===== src/rtl/burst_addr_seq.sv =====
module burst_addr_seq #(
  parameter int AW = 10
) (
  input  logic          clk,
  input  logic          rst_n,
  input  logic          ce,
  input  logic          start,
  input  logic [AW-1:0] start_addr,
  input  logic          len8,
  input  logic          interleave,
  output logic [AW-1:0] addr_out,
  output logic          addr_valid,
  output logic          last_beat
);

  logic [AW-1:0] base_q, addr_q;
  logic [2:0]    idx_q;
  logic          len8_q, il_q, valid_q, last_q;

  logic [2:0]    nxt_idx, mask, low_seq, low_il, low_sel;
  logic [AW-1:0] nxt_addr;
  logic          nxt_last;

  assign nxt_idx  = idx_q + 3'd1;
  assign mask     = len8_q ? 3'd7 : 3'd3;
  assign low_seq  = base_q[2:0] + nxt_idx;
  assign low_il   = base_q[2:0] ^ nxt_idx;
  assign low_sel  = (il_q ? low_il : low_seq) & mask;
  assign nxt_addr = {base_q[AW-1:3], (base_q[2:0] & ~mask) | low_sel};
  assign nxt_last = (nxt_idx == mask);

  always_ff @(posedge clk or negedge rst_n) begin
    if (!rst_n) begin
      base_q  <= '0;
      addr_q  <= '0;
      idx_q   <= '0;
      len8_q  <= 1'b0;
      il_q    <= 1'b0;
      valid_q <= 1'b0;
      last_q  <= 1'b0;
    end else if (ce) begin
      if (start) begin
        base_q  <= start_addr;
        addr_q  <= start_addr;
        idx_q   <= '0;
        len8_q  <= len8;
        il_q    <= interleave;
        valid_q <= 1'b1;
        last_q  <= 1'b0;
      end else if (valid_q) begin
        if (last_q) begin
          valid_q <= 1'b0;
          last_q  <= 1'b0;
        end else begin
          idx_q  <= nxt_idx;
          addr_q <= nxt_addr;
          last_q <= nxt_last;
        end
      end
    end
  end

  assign addr_out   = addr_q;
  assign addr_valid = valid_q;
  assign last_beat  = last_q;

endmodule


===== config.mk =====
export PLATFORM = sky130hd
export DESIGN_NAME = burst_addr_seq
export DESIGN_NICKNAME = d
export VERILOG_FILES = /design/src/rtl/burst_addr_seq.sv
export SDC_FILE = /design/constraint.sdc
export NUM_CORES = 1
export LEC_CHECK = 0
export BUFFER_PORTS_ARGS = -buffer_cell sky130_fd_sc_hd__clkbuf_2
export CAP_MARGIN = 25
export CORE_MARGIN = 2
export CORE_UTILIZATION = 53
export CTS_BUF_LIST = sky130_fd_sc_hd__clkbuf_16
export DETAILED_ROUTE_END_ITERATION = 10
export PLACE_DENSITY = 0.78
export SETUP_SLACK_MARGIN = 0.02
export SYNTH_ARGS = -nofsm -noshare
export SYNTH_HDL_FRONTEND = slang
export SYNTH_SLANG_ARGS = --single-unit
export TNS_END_PERCENT = 5

===== constraint.sdc =====
create_clock -name clk -period 2.6 [get_ports clk]
set_input_delay 0.13 -clock clk [delete_from_list [all_inputs] [get_ports clk]]
set_output_delay 0.13 -clock clk [all_outputs]
set_load 0.02 [all_outputs]

Word level (Yosys, flattened, before mapping)
Index checks and enable logic that the tools add are counted.
{ "op_classes": {"addsub": 2, "reduce_logical": 4, "n_eq_ne": 2, "bitwise": 5, "n_mux": 14} }
{ "ops": {"columns": ["cell", "count"], "rows": [
  ["two-way mux 10 bit", 3],
  ["two-way mux 3 bit", 5],
  ["AND 3 bit", 2],
  ["two-way mux 1 bit", 6],
  ["AND reduction 2 bit", 2],
  ["adder 3 x 1 -> 3 bit (second input constant)", 1],
  ["adder 3 bit", 1],
  ["== test 3 bit", 1],
  ["inverter 3 bit", 1],
  ["bitwise OR 3 bit", 1],
  ["AND reduction 3 bit", 1],
  ["XOR 3 bit", 1],
  ["!= test 2 bit (second input constant)", 1],
  ["nonzero test 2 bit", 1]
]} }
{ "word_totals": {"reg_bits": 27, "wordCells": 34, "in_bits": 16, "out_inout_bits": 12} }

Depth between registers and ports, before layout
Gate-level depths: netlist of the first run.
{ "logic_depth": {"word_depth": 8, "ltp_mapped": 9, "ltp_nobuf": 9} }

Worst setup path after synthesis of the first run
No wires, ideal clock.
{ "synth_path": {"kind": "register to register", "start": "register idx_q[0]", "end": "register addr_q[2] (netlist: addr_out[2])", "required_time_ns": 2.508, "setup_time_ns": 0.092, "period_less_slack_ns": 1.972, "t_arrival_ns": 1.880, "n_path_buf": 0, "stages_incl_launch_ff": 10, "path_slack_ns": 0.628, "cell_sequence": "dfrtp_1 > inv_1 > ha_1 > inv_1 > fa_1 > nor2b_1 > xnor2_1 > o21ai_0 > nor3b_2 > o31ai_2"} }
{ "synth_via": {"elab_chain_cells": 8, "word_cells_on_any_way": 9, "cone_classes": "2 x add/sub; 4 x mux; 3 x bitwise"} }
{ "synth_rtl": {"columns": ["item", "line_no", "source"], "rows": [
  ["start: declaration", "17", "logic [2:0] idx_q;"],
  ["start signal: assignment", "55", "idx_q <= nxt_idx;"],
  ["adder 3 x 1 -> 3 bit (*)", "24", "assign nxt_idx = idx_q + 3'd1;"],
  ["adder 3 bit / XOR 3 bit (equally long branches)", "26, 27", null],
  ["two-way mux 3 bit (*)", "28", "assign low_sel = (il_q ? low_il : low_seq) & mask;"],
  ["AND 3 bit (*)", "28", null],
  ["bitwise OR 3 bit (*)", "29", "assign nxt_addr = {base_q[AW-1:3], (base_q[2:0] & ~mask) | low_sel};"],
  ["two-way mux 10 bit (*)", "51", "if (last_q) begin"],
  ["two-way mux 10 bit (*)", "50", "end else if (valid_q) begin"],
  ["two-way mux 10 bit (*)", "42", "if (start) begin"],
  ["end signal: assignment", "44", "addr_q <= start_addr;"],
  ["end signal: assignment", "56", "addr_q <= nxt_addr;"],
  ["end: declaration", "16", "logic [AW-1:0] base_q, addr_q;"]
]} }
Every way passes the cells marked *; elsewhere a longest branch is shown, timed or not. The select of a mux whose other input is x is not followed.
A chain may end at the register's enable or synchronous reset.

Worst setup path in the final report of the first run
Ends and elaborated chain as after synthesis.

==> results of run 1 <==
## what timing repair did
| item | in CTS | in global routing |
|---|---|---|
| hold buffers | 1 | 0 |
| endpoints found under the setup margin | 0 | 0 |
| gates resized for setup | 0 | 0 |
| endpoints found under the hold margin | 27 | 0 |
## per-layer routing
layer / up-vias / routed length, um
li1: 444 / -
met4: 0 / 34
met2: 23 / 1170
met5: - / 0
met1: 437 / 1060
met3: 3 / 123
## cells in the mapped netlist (all sizes together), types with 2 or more instances
library cell   n  share of area [%]
buf            4                2.4
clkbuf         2                1.3
inv            7                2.0
nor2b          2                1.1
o22ai          3                1.4
dfrtp         27                 51
mux2i          9                6.8
xnor2          2                1.3
o21ai         13                5.2
nand2         13                3.7
nor2           4                1.1
ha             4                3.8
a21oi          3                1.1
mux2          12                 10
## area by class of cell
class,count,area share (%)
Clock inverter,1,0.244
Inverter,7,1.70
Tap cell,30,2.44
Sequential cell,27,43.8
Clock buffer,3,4.87
Multi-Input combinational cell,74,37.5
Timing Repair Buffer,28,9.42
## stage by stage
stage / hold slack [ns] / setup slack [ns] / instance area (sq um) / power (mW) / util (%)
after global placement: 0.188 / 0.562 / 1450 / 0.896 / 59.7
final: 0.0832 / 0.438 / 1540 / 1.26 / 63.4
after CTS: 0.0803 / 0.431 / 1540 / 1.27 / 63.4
after floorplan: -0.166 / 0.628 / 1330 / 0.811 / -
after global routing: 0.0910 / 0.276 / 1540 / 1.33 / 63.4
after detailed placement: 0.206 / 0.443 / 1450 / 0.917 / 59.7
## flip-flops by register name (all words and copies together) (netlist names)
register,flops
len8_q,1
addr_valid,1
base_q,10
last_beat,1
idx_q,3
il_q,1
addr_out,10
## layout by cell type (no fill, tap or decap), drive strengths merged, types with 2 or more instances in the layout
cell | synthesis | final
o22ai | 3 | 3
xnor2 | 2 | 2
ha | 4 | 4
mux2i | 9 | 9
nor2b | 2 | 2
a21oi | 3 | 3
inv | 7 | 8
o21ai | 13 | 13
mux2 | 12 | 12
nor2 | 4 | 4
nand2 | 13 | 13
clkbuf | 2 | 30
dfrtp | 27 | 27
## final timing paths
check,slack [ns],from,cells past startpoint,endpoint
min,0.08,len8,2,len8_q$_DFFE_PN0P_
max in group asynchronous,1.74,rst_n,2,idx_q[0]$_DFFE_PN0P_
min in group asynchronous,0.43,rst_n,2,last_beat$_DFFE_PN0P_
max reg2reg,0.44,idx_q[0]$_DFFE_PN0P_,9,addr_out[2]$_DFFE_PN0P_
min reg2reg,0.49,addr_out[9]$_DFFE_PN0P_,2,addr_out[9]$_DFFE_PN0P_
max,0.44,idx_q[0]$_DFFE_PN0P_,9,addr_out[2]$_DFFE_PN0P_
## power groups by stage
stage	Sequential, mW	Combinational (mW)	Clock, mW
5_1_grt	0.567	0.397	0.366
2_1_floorplan	0.603	0.208	0
4_1_cts	0.557	0.360	0.353
3_3_place_gp	0.558	0.338	0
3_5_place_dp	0.564	0.352	0
6_report	0.557	0.353	0.346
## cell families after synthesis
kind of cell               after synthesis
adders and majority gates                5
buffers and inverters                   13
muxes                                   21
AOI/OAI and AO/OA                       23
and+or+nand+nor                         22
DFF                                     27
xor gates and xnor gates                 3
==> results.toml, run 1 <==
[timing]
slew_viol_final = 0
setup_viol = 0
fin_setup_tns_ns = 0
rsz0062_at_grt = "no"
fin_skew_ns = 0.00171
hold_viol = 0
relSlewSlack_pct = 45.6
period_minus_slack_ns = 2.16
fin_crit_sh_pct = 83.2
fmax_mhz = 463
worst_pin_slew_ns = 0.816

[yosys]
synthArstFlopShare_pct = 100
synthSimpleGateAreaFrac_pct = 8.28
yosys_warnings = 0
seq_area_frac_synth_pct = 50.8
synth_edf_count = 0
synth-adder-area-share_pct = 5.27
ys_types = 28
yosys_most_used_dff = "dfrtp_1"
synthCells = 114
synth_top_family_by_area = "multiplexers"
avgSynthCellArea_sq_um = 11.7
synth_fp_nets = 135
synthMuxAreaShare_pct = 16.9
synth_compound_area_share_pct = 10.4
synth-seq-cells = 27
synth_xor_area_share_pct = 2.54
syn_area_sq_um = 1330

[power]
p_int_mw = 0.853
power.share.clock_pct = 27.6
p_seq_share_pct = 44.3
switching_share_pct = 32.0
p_leak_nw = 0.755
powerDensity_nw_per_um2 = 815
power.switching_mw = 0.402
vdd_drop_max_mv = 0.554
power.share.combinational_pct = 28.1

[die]
num_rows = 18
coreArea_sq_um = 2430
dieArea_sq_um = 2930
dieHeight_um = 54.1
ios = 28
floorplan.initialDensity_pct = 54.7
die_w_um = 54.1

[clock_network]
numCtsBuffers = 3
ctsLongestPathBuffers = 2
clkSlewWorstSetupHoldPaths_ns = 0.06
clk_latency_ns = 0.26
htreeDepth = 1
cts_root_buf = "clkbuf_16"
clock_sinks = 27
cts_tree = "built"
post_cts.repair.setup_buffers = 0

[worst_setup_path]
cp_top_family = "adder cells"
arrival_ns = 2.34
crit_path_end_kind = "register"
crit_top_cell = "inv_1"
cp.required_ns = 2.77
crit_fanout = 4
cp.buffers_inverters = 2
cpMaxStageDelayCell = "dfrtp_1"
cpPeakStageDelay_ns = 0.39
cp_cell_sequence = "inv_1 > ha_1 > inv_1 > fa_1 > nor2b_1 > xnor2_1 > o21ai_0 > nor3b_2 > o31ai_2"
crit_type = "reg2reg"
startpoint_type = "register"

[final_layout]
fillers = 201
multiInputGateArea_sq_um = 578
syn2layout_area_growth_pct = 15.9
final_cells = 170
regArea_sq_um = 676
antenna_cells = 0
drive_gt1_share_pct = 26.4
nNetsFinal = 162

[grt]
grt_pass1_wl_mm = 3.94
use_met2_pct = 32.3
use_met1_pct = 23.4
grt_use_met3_pct = 4.17
grt_overflow = 0
antenna_found_initial = 0
grt.busiest_layer = "met2"
grt_max_degree = 28
gr-usage-all-layers_pct = 18.8
grt_pass1_vias = 902

[drt]
vias = 907
drt-initial-drc-count = 3
via_per_inst = 5.34
wl_per_cell_um = 14.0
drtPass1Iterations = 4
drc = 0
wl_mm = 2.38
antenna_left = 0

[placement]
port_buffers = 27
dp_cells = 165
dp_hpwl_mm = 1.67
gp_congestion = 0.743

[min_path]
min_path_type = "in2reg"

[status]
status = "finished clean"

[job]
drv_cap = 0
Note: power is estimated with default switching activity, not from simulation.
==> run 2, diff against run 1 <==
- clock period: 2.6 -> 2.2 ns (I/O delays scaled with it)
==> run 2 against run 1 <==
Against the previous run: hold slack got worse by 0.026 ns; wire length fell by 1.3%; die area did not move; first-iteration DRC count rose to 3.7 times the previous value; sequential share of layout area fell by 1.0 points; critical endpoint unchanged.
==> results.toml, run 2 (same netlist as run 1, synthesis figures left out) <==
[status]
status = "finished clean"

[die]
num_rows = 18
die_w_um = 54.1
dieHeight_um = 54.1
dieArea_sq_um = 2930
ios = 28
floorplan.initialDensity_pct = 54.7
coreArea_sq_um = 2430

[power]
power.switching_mw = 0.480
power.share.combinational_pct = 29.4
p_int_mw = 1.03
powerDensity_nw_per_um2 = 957
p_leak_nw = 0.776
switching_share_pct = 31.7
p_seq_share_pct = 43.3
power.share.clock_pct = 27.3
vdd_drop_max_mv = 0.619

[min_path]
worstHoldPathCells = 2
hold_end = "il_q$_DFFE_PN0P_"
hp-start = "interleave"
min_path_type = "in2reg"

[worst_setup_path]
cpPeakStageDelay_ns = 0.39
cp.required_ns = 2.35
crit_top_cell = "inv_1"
startpoint_type = "register"
r2r_end = "addr_out[2]$_DFFE_PN0P_"
cp_cell_sequence = "inv_1 > ha_1 > inv_1 > fa_1 > nor2b_1 > xnor2_1 > buf_4 > nor3_4 > nor3b_2 > o31ai_2"
crit_fanout = 3
rr_worst_depth = 10
cpMaxStageDelayCell = "fa_1"
arrival_ns = 2.22
cp_top_family = "adder cells"
cp.buffers_inverters = 3
crit_path_end_kind = "register"
rrSetupSlack_ns = 0.13
crit_type = "reg2reg"
r2r-start = "idx_q[0]$_DFFE_PN0P_"

[drt]
wl_per_cell_um = 13.5
vias = 905
drt-initial-drc-count = 11
drc = 0
wl_mm = 2.35
antenna_left = 0
via_per_inst = 5.20
drtPass1Iterations = 2

[timing]
fmax_mhz = 484
fin_setup_tns_ns = 0
hold_viol = 0
finalWorstSetupSlack_ns = 0.133
worst_pin_slew_ns = 0.647
setup_viol = 0
fin_skew_ns = 0.00469
rsz0062_at_grt = "no"
slew_viol_final = 0
relSlewSlack_pct = 56.9
fin_crit_sh_pct = 94.0
period_minus_slack_ns = 2.07

[final_layout]
antenna_cells = 0
post-route-util_pct = 64.9
drive_gt1_share_pct = 29.2
final_area_sq_um = 1580
nNetsFinal = 166
final_cell_mix = "27 x dfrtp_1, 27 x clkbuf_2, 13 x nand2_1"
syn2layout_area_growth_pct = 18.7

[grt]
grt_pass1_wl_mm = 3.73
gr-usage-all-layers_pct = 18.5
grt_overflow = 0
grt_use_met3_pct = 5.00
use_met2_pct = 30.1
grt_pass1_vias = 849
use_met1_pct = 22.6
antenna_found_initial = 0
grt_max_degree = 28
grt.busiest_layer = "met2"

[clock_network]
cts_root_buf = "clkbuf_16"
clkSlewWorstSetupHoldPaths_ns = 0.07
numCtsBuffers = 3
clk_latency_ns = 0.26
cts_tree = "built"
clock_sinks = 27
htreeDepth = 1
ctsLongestPathBuffers = 2

[placement]
place_area_sq_um = 1470
port_buffers = 27
dp_slack_ns = 0.0177
dp_hpwl_mm = 1.70
gp_congestion = 0.812

[job]
drv_cap = 0
## run 2: cell types whose count changed in the layout (fill, tap and decap cells not counted), sizes merged
cell / before / now
clkinv: 0 / 1
buf: 0 / 4
inv: 8 / 7
## run 2: repair_timing
item                                   in CTS  in global routing
hold buffers                                1                  0
buffers inserted                            1                  1
setup endpoints to repair                   1                  1
pin swaps                                   1                  2
gates resized for setup                     0                  1
endpoints found under the hold margin      27                  0
## run 2: worst max path at each step
stage                         start                 endpoint  cells past startpoint
2_1_floorplan  idx_q[0]$_DFFE_PN0P_  addr_out[2]$_DFFE_PN0P_                      9
3_3_place_gp   idx_q[0]$_DFFE_PN0P_  addr_out[2]$_DFFE_PN0P_                      9
3_5_place_dp   idx_q[0]$_DFFE_PN0P_  addr_out[2]$_DFFE_PN0P_                      9
4_1_cts        idx_q[1]$_DFFE_PN0P_  addr_out[2]$_DFFE_PN0P_                      8
5_1_grt        idx_q[0]$_DFFE_PN0P_  addr_out[2]$_DFFE_PN0P_                     10
6_report       idx_q[0]$_DFFE_PN0P_  addr_out[2]$_DFFE_PN0P_                     10
## run 2: final cells by class
class | instances | area, sq um
inverter | 7 | 26.3
tap | 30 | 37.5
timing repair buffer | 32 | 175
multi-input combinational | 74 | 584
clock buffer | 3 | 75.1
fill | 211 | 853
sequential | 27 | 676
clock inverter | 1 | 5.00
## run 2: per-stage QoR
stage	total power [mW]	hold slack [ns]	std cells
detailed placement	1.09	0.186	167
global route	1.62	0.0685	174
CTS	1.51	0.0582	173
global placement	1.06	0.168	167
finish	1.51	0.0568	174
floorplan	0.958	-0.186	114
## run 2: layer usage
metal	wire length, um	share of wire [%]
met1	1050	45
met2	1150	49
met3	111	4.7
met4	35	1.5
met5	0	0
## run 2: power groups by stage
| stage | registers, mW | logic (mW) | clock network (mW) |
|---|---|---|---|
| floorplan | 0.713 | 0.245 | 0 |
| global placement | 0.659 | 0.403 | 0 |
| detailed placement | 0.666 | 0.420 | 0 |
| CTS | 0.654 | 0.430 | 0.423 |
| global route | 0.666 | 0.508 | 0.443 |
| finish | 0.655 | 0.444 | 0.413 |
